**src/rtl/iowin_pkg.sv**
```systemverilog
package iowin_pkg;
  typedef enum logic [1:0] {
    SZ_BYTE = 2'd0,
    SZ_HALF = 2'd1,
    SZ_WORD = 2'd2,
    SZ_RSVD = 2'd3
  } xfer_size_e;
endpackage

```
**src/rtl/iowin_decode.sv**
```systemverilog
// Window claim and port formation.
module iowin_decode #(
  parameter int          ADDR_W   = 32,
  parameter int          PORT_W   = 16,
  parameter int          WIN_BITS = 23,
  parameter logic [31:0] WIN_BASE = 32'h8000_0000,
  parameter int          PAGE_LSB = 12,
  parameter int          KEEP_LO  = 5
) (
  input  logic [ADDR_W-1:0] addr,
  input  logic              noncontig,
  output logic              hit,
  output logic [PORT_W-1:0] port
);
  localparam int HI_W = WIN_BITS - PAGE_LSB;
  localparam int NC_W = HI_W + KEEP_LO;

  logic [NC_W-1:0]   packed_nc;
  logic [PORT_W-1:0] port_nc;
  logic [PORT_W-1:0] port_ct;

  // Compare only the bits above the window size
  assign hit = (addr[ADDR_W-1:WIN_BITS] == WIN_BASE[ADDR_W-1:WIN_BITS]);

  // Page index bits drop onto the port bits just above the kept offset
  assign packed_nc = {addr[WIN_BITS-1:PAGE_LSB], addr[KEEP_LO-1:0]};
  assign port_nc   = PORT_W'(packed_nc);
  assign port_ct   = addr[PORT_W-1:0];

  always_comb begin
    if (noncontig) port = port_nc;
    else           port = port_ct;
  end
endmodule

```
**src/rtl/iowin_lane_swap.sv**
```systemverilog
// Size-dependent byte lane reordering; the same function serves both directions.
module iowin_lane_swap
  import iowin_pkg::*;
#(
  parameter int DATA_W = 32
) (
  input  logic              big_endian,
  input  xfer_size_e        size,
  input  logic [DATA_W-1:0] din,
  output logic [DATA_W-1:0] dout
);
  localparam int NB = DATA_W / 8;

  logic [DATA_W-1:0] rev_word;
  logic [DATA_W-1:0] swp_half;

  genvar b;
  generate
    for (b = 0; b < NB; b++) begin : g_rev
      assign rev_word[b*8 +: 8] = din[(NB-1-b)*8 +: 8];
    end
  endgenerate

  assign swp_half = {din[DATA_W-1:16], din[7:0], din[15:8]};

  always_comb begin
    dout = din;
    if (big_endian) begin
      unique case (size)
        SZ_HALF: dout = swp_half;
        SZ_WORD: dout = rev_word;
        default: dout = din;
      endcase
    end
  end
endmodule

```
**src/rtl/iowin_rdreg.sv**
```systemverilog
// Registered read return with explicit load enable.
module iowin_rdreg #(
  parameter int DATA_W = 32
) (
  input  logic              clk,
  input  logic              rst_n,
  input  logic              ld,
  input  logic [DATA_W-1:0] d,
  output logic [DATA_W-1:0] q
);
  logic [DATA_W-1:0] q_nxt;
  logic              past_ok;

  always_comb begin
    q_nxt = q;
    if (ld) q_nxt = d;
  end

  always_ff @(posedge clk or negedge rst_n) begin
    if (!rst_n) begin
      q       <= '0;
      past_ok <= 1'b0;
    end else begin
      q       <= q_nxt;
      past_ok <= 1'b1;
    end
  end

  assert_load_R10: assert property (@(posedge clk) disable iff (!rst_n)
    (past_ok && $past(ld)) |-> (q == $past(d)));

  assert_hold_R10: assert property (@(posedge clk) disable iff (!rst_n)
    (past_ok && !$past(ld)) |-> $stable(q));
endmodule

```
**src/rtl/iowin_xlate.sv**
```systemverilog
module iowin_xlate
  import iowin_pkg::*;
#(
  parameter int          ADDR_W    = 32,
  parameter int          DATA_W    = 32,
  parameter int          PORT_W    = 16,
  parameter int          WIN_BITS  = 23,
  parameter logic [31:0] WIN_BASE  = 32'h8000_0000,
  parameter bit          REG_RDATA = 1'b0
) (
  input  logic              clk,
  input  logic              rst_n,
  input  logic              map_noncontig,
  input  logic              big_endian,
  input  logic [ADDR_W-1:0] cpu_addr,
  input  logic [1:0]        cpu_size,
  input  logic [DATA_W-1:0] cpu_wdata,
  input  logic              cpu_rd,
  input  logic              cpu_wr,
  output logic [DATA_W-1:0] cpu_rdata,
  output logic              cpu_noclaim,
  output logic [PORT_W-1:0] io_port,
  output logic [1:0]        io_size,
  output logic [DATA_W-1:0] io_wdata,
  output logic              io_rd,
  output logic              io_wr,
  input  logic [DATA_W-1:0] io_rdata
);
  localparam int PAGE_LSB = 12;
  localparam int KEEP_LO  = 5;
  localparam int TAG_W    = ADDR_W - WIN_BITS;

  xfer_size_e        size_e;
  logic              win_hit;
  logic              rd_claim;
  logic [DATA_W-1:0] rd_ordered;

  assign size_e = xfer_size_e'(cpu_size);

  iowin_decode #(
    .ADDR_W  (ADDR_W),
    .PORT_W  (PORT_W),
    .WIN_BITS(WIN_BITS),
    .WIN_BASE(WIN_BASE),
    .PAGE_LSB(PAGE_LSB),
    .KEEP_LO (KEEP_LO)
  ) u_decode (
    .addr     (cpu_addr),
    .noncontig(map_noncontig),
    .hit      (win_hit),
    .port     (io_port)
  );

  iowin_lane_swap #(.DATA_W(DATA_W)) u_wswap (
    .big_endian(big_endian),
    .size      (size_e),
    .din       (cpu_wdata),
    .dout      (io_wdata)
  );

  iowin_lane_swap #(.DATA_W(DATA_W)) u_rswap (
    .big_endian(big_endian),
    .size      (size_e),
    .din       (io_rdata),
    .dout      (rd_ordered)
  );

  assign io_size     = cpu_size;
  assign io_rd       = cpu_rd & win_hit;
  assign io_wr       = cpu_wr & win_hit;
  assign cpu_noclaim = (cpu_rd | cpu_wr) & ~win_hit;
  assign rd_claim    = cpu_rd & win_hit;

  generate
    if (REG_RDATA) begin : g_rd_reg
      iowin_rdreg #(.DATA_W(DATA_W)) u_rdreg (
        .clk  (clk),
        .rst_n(rst_n),
        .ld   (rd_claim),
        .d    (rd_ordered),
        .q    (cpu_rdata)
      );
    end else begin : g_rd_comb
      always_comb begin
        cpu_rdata = '0;
        if (rd_claim) cpu_rdata = rd_ordered;
      end
    end
  endgenerate

  // Any forwarded strobe must come from an address inside the window
  assert_claim_window_R1: assert property (@(posedge clk) disable iff (!rst_n)
    (io_rd || io_wr) |-> (cpu_addr[ADDR_W-1:WIN_BITS] == WIN_BASE[ADDR_W-1:WIN_BITS]));

  assert_noclaim_quiet_R4: assert property (@(posedge clk) disable iff (!rst_n)
    cpu_noclaim |-> (!io_rd && !io_wr));

  assert_strobe_source_R4: assert property (@(posedge clk) disable iff (!rst_n)
    (io_rd |-> cpu_rd) and (io_wr |-> cpu_wr));

  assert_contig_port_R2: assert property (@(posedge clk) disable iff (!rst_n)
    ((io_rd || io_wr) && !map_noncontig) |-> (io_port == cpu_addr[PORT_W-1:0]));

  assert_noncontig_low_R3: assert property (@(posedge clk) disable iff (!rst_n)
    ((io_rd || io_wr) && map_noncontig) |->
      (io_port[KEEP_LO-1:0] == cpu_addr[KEEP_LO-1:0]) &&
      (io_port[KEEP_LO +: (WIN_BITS-PAGE_LSB)] == cpu_addr[PAGE_LSB +: (WIN_BITS-PAGE_LSB)]));

  // An unclaimed window tag never forwards anything
  assert_tag_width_R1: assert property (@(posedge clk) disable iff (!rst_n)
    (cpu_addr[ADDR_W-1 -: TAG_W] != WIN_BASE[ADDR_W-1 -: TAG_W]) |-> (!io_rd && !io_wr));
endmodule

```
**config.mk**
```make
export PLATFORM = sky130hd
export DESIGN_NAME = iowin_xlate
export DESIGN_NICKNAME = d
export VERILOG_FILES = /design/src/rtl/iowin_pkg.sv /design/src/rtl/iowin_decode.sv /design/src/rtl/iowin_lane_swap.sv /design/src/rtl/iowin_rdreg.sv /design/src/rtl/iowin_xlate.sv
export SDC_FILE = /design/constraint.sdc
export NUM_CORES = 1
export LEC_CHECK = 0
export BUFFER_PORTS_ARGS = -buffer_cell sky130_fd_sc_hd__buf_2
export CAP_MARGIN = 10
export CORE_AREA = 2 2 74 76
export DETAILED_ROUTE_END_ITERATION = 8
export DIE_AREA = 0 0 76 78
export GPL_TIMING_DRIVEN = 1
export PLACE_DENSITY_LB_ADDON = 0.3
export SYNTH_ARGS = -nofsm -noshare
export SYNTH_HDL_FRONTEND = slang
export SYNTH_HIERARCHICAL = 1
export SYNTH_SLANG_ARGS = --single-unit
export TNS_END_PERCENT = 50
```
**constraint.sdc**
```tcl
create_clock -name vclk -period 5.06
set_input_delay 1.012 -clock vclk [all_inputs]
set_output_delay 1.012 -clock vclk [all_outputs]
set_load 0.01 [all_outputs]
```
==> reports/results.ini, run 1 <==
[status]
status = complete, no violations

[yosys]
synth_nets = 301
synth_compound_area_share_pct = 33.5
synth-simple-area-share_pct = 18.9
netlist_instances = 193
synthAdderAreaFrac_pct = 2.94
syn_avg_cell_area_um2 = 8.82
synth_top_family_by_area = compound AO/OA/AOI/OAI gates
synth_top_area_share_pct = 32.9
synth_cell_types = 19
synth_area_leaders = a22o_1 (33%), mux2_2 (22%), and3_2 (14%)
yosysTopAreaCell = a22o_1
yosysSeqAreaShare_pct = 0
syn_area_um2 = 1700
yosys.area_share.xor_xnor_pct = 0
yosys_warnings = 6
muxShareOfSynthArea_pct = 30.6

[power_and_ir_drop]
vdd_drop_max_v = 0.0000593
power.static_leakage_nw = 1.48
power.density_nw_per_um2 = 85.9

[sta]
worst_pin_slew_ps = 930
rsz0062_at_grt = no
period_minus_slack_ps = 4000
hold_viol = 0
fmax_mhz = 250
finalSetupTns_ps = 0
setup_violations = 0
min_period_over_period_pct = 79.1
relSlewSlack_pct = 38.0
slew_violations = 0

[cells_and_area]
fin_nets = 448
final_common_cell = buf_2
fillers = 527
drive_gt1_share_pct = 75.4
finalInstanceArea_um2 = 2470
regArea_um2 = 0
area_growth_syn_to_layout_pct = 44.9
final_cell_mix = buf_2 (177), a22o_1 (64), mux2_2 (33)
multiInputGateArea_um2 = 1460
n_antenna_cell = 0
nClkBuffers = 0
seq_cell_count = 0

[setup_path]
critPathRequiredTime_ps = 4050
cp_max_fo = 17
crit_family = simple AND/OR/NAND/NOR gates
crit_path_cell_trace = buf_2, inv_1, ha_1, or3b_1, a22o_1, and3_2, buf_2
cp_num_buf_inv = 3
critPathArrivalTime_ps = 2990
cp_slowest_stage_delay_ps = 730
critPathLaunchType = primary input
crit_slowest_cell = or3b_1
cp-end-kind = output pin
cpMostUsedCell = buf_2
crit_start = cpu_size[1]
critical_path_class = in -> out

[drt]
drt_pass1_iterations = 4
drc_errors = 0
avgViaCountPerCell = 5.30
wl_mm = 6.00
routedWlPerCell_um = 14.7
vias = 2162
drt_iter0_markers = 51
detail-route-antenna-nets = 0

[die]
die_area_um2 = 5930
core_um2 = 5040
ioPinCount = 189
die-width_um = 76
die_y_um = 78
initial_core_util_pct = 33.8
std_cell_rows = 26

[placement]
place_area_um2 = 2470
hpwl_mm = 4.70
io_buffers = 177
gp_congestion = 0.786

[global_route]
met3_usage_pct = 3.02
grt_overflow_total = 0
grt_use_met2_pct = 36.5
grt_max_degree = 36
grt_pass1_vias = 2123
grt_pass1_wl_mm = 9.70
grt.busiest_layer = met2
gr-usage-met1_pct = 21.4
grt_antenna_before_repair = 0
grt_util_all_layers_pct = 18.5

[min_path]
hold_path.class = in -> out
min_from = cpu_addr[1]

[clocking]
post-cts-setup-buffer-count = 0
cts_resized = 0
cts_hold_buf = 0

[flow_run]
drv_cap = 0

==> per-stage QoR <==
stage | std cells | utilization [%] | hold WS (ps) | power (mW) | setup WS [ps]
global placement | 408 | 48.9 | 2020 | 0.209 | 1080
finish | 408 | 48.9 | 2020 | 0.212 | 1060
floorplan | 193 | - | 2120 | 0.135 | 1650
detailed placement | 408 | 48.9 | 2020 | 0.212 | 1070
CTS | 408 | 48.9 | 2020 | 0.213 | 1070
global route | 408 | 48.9 | 2020 | 0.230 | 971
==> cell families after synthesis <==
kind of cell | count (synthesis)
muxes | 43
and+or+nand+nor | 43
adders and majority gates | 4
AOI/OAI and AO/OA | 65
buffers and inverters | 38
==> where the power goes <==
part	total, mW	internal [mW]	switching [mW]	leakage, nW
sequential	0	0	0	0
clock	0	0	0	0
combinational	0.212	0.116	0.0961	1.48
==> metal layers <==
metal / share of wire [%] / wire, um / vias up
met1: 40 / 2420 / 1007
met5: 0 / 0 / -
li1: - / - / 1051
met4: 0.53 / 32 / 0
met3: 7.3 / 438 / 4
met2: 52 / 3110 / 100
==> cell type report <==
type / instances / area share (%)
multi-input cells: 155 / 59.3
inverters: 4 / 0.609
well taps: 70 / 3.55
repair buffers: 179 / 36.5
==> worst paths after layout <==
path | end | slack [ps] | depth (start not counted)
max | cpu_rdata[27] | 1060 | 7
min | io_port[1] | 2020 | 0
==> cells in the mapped netlist (2+ instances only) <==
cell and number:
a22o_1 64, mux2_2 33, and3_2 32, buf_2 11, mux2_4 10, buf_4 7
buf_6 7, clkbuf_1 6, ha_1 4, inv_1 4, clkbuf_2 3, and2_1 2
and3b_1 2, nor2b_1 2, or3b_1 2
No activity file was read; power rests on OpenSTA's default activity.
==> inputs of run 2 (changes only) <==
- CORE_AREA: 2 2 74 76 -> default
- CORE_UTILIZATION: default -> 33
- DIE_AREA: 0 0 76 78 -> default
- clock period: 5.06 -> 3.6 ns (I/O delays scaled with it)
==> reports/results.ini, run 2 (same netlist as run 1, synthesis figures left out) <==
[die]
ioPinCount = 189  ; unchanged
core_um2 = 4850  ; -3.8%
die_area_um2 = 5450  ; -8.0%
die_y_um = 73.8  ; -5.3%
initial_core_util_pct = 35.1  ; +1.4 points
die-width_um = 73.8  ; -2.8%
std_cell_rows = 25  ; -3.8%

[global_route]
grt_antenna_before_repair = 0  ; unchanged
grt_pass1_wl_mm = 8.33  ; -14%
grt_pass1_vias = 1849  ; -13%
grt_overflow_total = 0  ; unchanged
grt_util_all_layers_pct = 18.5  ; about the same
grt_max_degree = 36  ; unchanged

[cells_and_area]
nClkBuffers = 0  ; unchanged
regArea_um2 = 0  ; unchanged
final_common_cell = buf_2
n_antenna_cell = 0  ; unchanged
layout.cells.non_filler = 410  ; +0.49%
final_cell_mix = buf_2 (177), a22o_1 (64), mux2_2 (33)
drive_gt1_share_pct = 75.8  ; +0.36 points
area_growth_syn_to_layout_pct = 46.9
seq_cell_count = 0  ; unchanged
fin_nets = 453  ; +1.1%

[sta]
rsz0062_at_grt = no
setup_violations = 0  ; unchanged
min_period_over_period_pct = 89.7
fmax_mhz = 310
period_minus_slack_ps = 3230
worst_pin_slew_ps = 628  ; -301 ps
slew_violations = 0  ; unchanged
finalSetupTns_ps = 0  ; unchanged
relSlewSlack_pct = 58.1  ; +20 points
hold_viol = 0  ; unchanged

[power_and_ir_drop]
power.static_leakage_nw = 1.51  ; +1.8%
vdd_drop_max_v = 0.0000793  ; +34%
power.density_nw_per_um2 = 120  ; +39%

[setup_path]
cp_max_fo = 16  ; -1
critPathRequiredTime_ps = 2880  ; -1170 ps
cp-end-kind = output pin
critPathArrivalTime_ps = 2510  ; -480 ps
critical_path_class = in -> out
critPathLaunchType = primary input

[drt]
drc_errors = 0  ; unchanged
vias = 2174  ; +0.56%
wl_mm = 5.80  ; -3.4%
drt_pass1_iterations = 5  ; +1
avgViaCountPerCell = 5.30  ; about the same
detail-route-antenna-nets = 0  ; unchanged
drt_iter0_markers = 76  ; +49%
routedWlPerCell_um = 14.1  ; -3.9%

[min_path]
hold_path.class = in -> out

[placement]
io_buffers = 177  ; unchanged
gp_congestion = 0.833  ; +6.0%
dp_cells = 410  ; +0.49%
hpwl_mm = 4.50  ; -4.1%

[clocking]
cts_hold_buf = 0  ; unchanged
post-cts-setup-buffer-count = 0  ; unchanged
cts_resized = 0  ; unchanged

[status]
status = complete, no violations

[flow_run]
drv_cap = 0  ; unchanged

run 2: layer usage:
layer | GRT usage [%] | routed length [um]
met5 | 0 | 0
met4 | 1.92 | 49
met3 | 0.549 | 292
met2 | 37.2 | 3000
met1 | 21.9 | 2450
run 2: path summary, 6_finish.rpt:
| check | startpoint | to | slack [ps] | cells past startpoint |
|---|---|---|---|---|
| worst max-delay path | cpu_size[0] | cpu_rdata[28] | 370 | 7 |
| worst min-delay path | cpu_addr[1] | io_port[1] | 1440 | 0 |
run 2: layout make-up:
class / instances / area (um2)
Multi-Input combinational cell: 155 / 1460
Fill cell: 469 / 2350
Inverter: 4 / 15.0
Timing Repair Buffer: 184 / 938
Tap cell: 67 / 83.8
run 2: through the flow:
| stage | power (mW) | hold slack, ps | util (%) | setup WS, ps | instance area, um2 |
|---|---|---|---|---|---|
| 2_1_floorplan | 0.189 | 1530 | - | 776 | 1700 |
| 3_3_place_gp | 0.294 | 1440 | 51.6 | 389 | 2500 |
| 3_5_place_dp | 0.298 | 1440 | 51.6 | 375 | 2500 |
| 4_1_cts | 0.299 | 1440 | 51.6 | 374 | 2500 |
| 6_report | 0.299 | 1440 | 51.6 | 370 | 2500 |
| 5_1_grt | 0.324 | 1440 | 51.6 | 261 | 2500 |
run 2: where the power goes:
group          switching [mW]  total, mW  internal, mW  leakage (nW)
clock                       0          0             0             0
sequential                  0          0             0             0
combinational           0.134      0.299         0.165          1.51
run 2: worst max-delay path, cell delays in order:
cell and delay (ps):
buf_2 130, inv_1 50, ha_1 310, or3b_1 630, a22o_1 320, and3_2 200
buf_2 130
==> inputs of run 3 (changes only) <==
- REMOVE_ABC_BUFFERS: default -> 1
==> reports/results.ini, run 3 (same netlist as run 1, synthesis figures left out) <==
[status]
status = complete, no violations

[power_and_ir_drop]
power.density_nw_per_um2 = 119  ; -0.37%
vdd_drop_max_v = 0.0000765  ; -3.5%
power_switching_uw = 134  ; -0.51%
p_int_uw = 166  ; +0.83%
power.static_leakage_nw = 1.52  ; +0.66%
pwr-share-comb_pct = 100.0  ; about the same
power.total_uw = 300  ; +0.23%
sequentialPowerShare_pct = 0  ; unchanged
switching_share_pct = 44.6  ; -0.33 points
power_frac_clock_pct = 0  ; unchanged

[cells_and_area]
area_growth_syn_to_layout_pct = 47.8
final_core_util_pct = 51.9  ; +0.31 points
regArea_um2 = 0  ; unchanged
nClkBuffers = 0  ; unchanged
fillers = 487  ; +3.8%
fin_nets = 455  ; +0.44%
final_cell_mix = buf_2 (177), a22o_1 (64), mux2_2 (33)
seq_cell_count = 0  ; unchanged
drive_gt1_share_pct = 75.9  ; +0.14 points
n_antenna_cell = 0  ; unchanged
final_common_cell = buf_2

[die]
std_cell_rows = 25  ; unchanged
die-width_um = 73.8  ; unchanged
initial_core_util_pct = 35.1  ; unchanged
die_y_um = 73.8  ; unchanged
ioPinCount = 189  ; unchanged
die_area_um2 = 5450  ; unchanged
core_um2 = 4850  ; unchanged

[sta]
slew_violations = 0  ; unchanged
min_period_over_period_pct = 90.0  ; +0.28 points
worst_pin_slew_ps = 628  ; -0.477 ps
period_minus_slack_ps = 3240  ; +9.93 ps
fmax_mhz = 309  ; -0.31%
hold_viol = 0  ; unchanged
finalSetupTns_ps = 0  ; unchanged
fin_ws_ps = 360  ; -9.93 ps
setup_violations = 0  ; unchanged
relSlewSlack_pct = 58.1  ; about the same
rsz0062_at_grt = no

[setup_path]
critical_path_class = in -> out
cp_max_fo = 16  ; unchanged
cp-end-kind = output pin
critPathLaunchType = primary input
cpMostUsedCell = buf_2
critPathArrivalTime_ps = 2520  ; about the same
critPathRequiredTime_ps = 2880  ; about the same
crit_path_cell_trace = buf_2, inv_1, ha_1, or3b_1, a22o_1, and3_2, buf_2
crit_slowest_cell = or3b_1
cp_num_buf_inv = 3  ; unchanged
crit_family = simple AND/OR/NAND/NOR gates
cp_slowest_stage_delay_ps = 640  ; about the same

[placement]
dp_slack_ps = 368  ; -7.38 ps
hpwl_mm = 4.38  ; -2.6%
gp_congestion = 0.754  ; -9.4%
io_buffers = 177  ; unchanged

[flow_run]
drv_cap = 0  ; unchanged

[min_path]
whs_path_depth = 0  ; unchanged
hold_path.class = in -> out
holdPathEnd = io_port[1]
min_from = cpu_addr[1]

[global_route]
grt_pass1_vias = 1916  ; +3.6%
grt_overflow_total = 0  ; unchanged
grt_util_all_layers_pct = 18.5  ; unchanged
grt_antenna_before_repair = 0  ; unchanged
grt_max_degree = 36  ; unchanged
grt_pass1_wl_mm = 8.34  ; +0.17%

[drt]
wl_mm = 5.60  ; -3.4%
routedWlPerCell_um = 13.6  ; -3.8%
detail-route-antenna-nets = 0  ; unchanged
vias = 2192  ; +0.83%
drc_errors = 0  ; unchanged
drt_iter0_markers = 66  ; -13%
avgViaCountPerCell = 5.32  ; +0.34%
drt_pass1_iterations = 4  ; -1

[clocking]
post-cts-setup-buffer-count = 0  ; unchanged
cts_resized = 0  ; unchanged
cts_hold_buf = 0  ; unchanged

==> run 3: cell type report <==
| class | count | area, um2 | area share, % |
|---|---|---|---|
| Multi-Input combinational cell | 155 | 1460 | 58.2 |
| Inverter | 4 | 15.0 | 0.597 |
| Tap cell | 67 | 83.8 | 3.33 |
| Timing Repair Buffer | 186 | 953 | 37.9 |
==> run 3: how the worst max path moves through the flow <==
stage                           start       endpoint  slack [ps]  cells after the start
final                     cpu_size[0]  cpu_rdata[31]         360                      7
after global routing      cpu_size[0]  cpu_rdata[31]         280                      7
after CTS                 cpu_size[0]  cpu_rdata[31]         360                      7
after detailed placement  cpu_size[0]  cpu_rdata[31]         370                      7
after global placement    cpu_size[0]  cpu_rdata[18]         390                      7
after floorplan           cpu_size[0]   cpu_rdata[0]         450                      5
==> run 3: stage by stage <==
step / cell area, um2 / std cells / hold WS, ps
after floorplan: 1480 / 159 / 1440
final: 2520 / 412 / 1440
after detailed placement: 2520 / 412 / 1440
after CTS: 2520 / 412 / 1440
after global routing: 2520 / 412 / 1440
after global placement: 2520 / 412 / 1440
==> run 3: power groups by stage <==
stage | clock [mW] | sequential, mW | combinational, mW
2_1_floorplan | 0 | 0 | 0.161
3_3_place_gp | 0 | 0 | 0.296
3_5_place_dp | 0 | 0 | 0.300
4_1_cts | 0 | 0 | 0.301
5_1_grt | 0 | 0 | 0.325
6_report | 0 | 0 | 0.300
==> run 3: per-layer routing <==
| metal | part of all wire, % | global-route usage (%) | vias to the layer above |
|---|---|---|---|
| met2 | 53 | 36.0 | 88 |
| li1 | - | - | 1067 |
| met3 | 6.0 | 2.47 | 4 |
| met4 | 0.91 | 2.78 | 0 |
| met1 | 40 | 21.4 | 1033 |
| met5 | 0 | 0 | - |
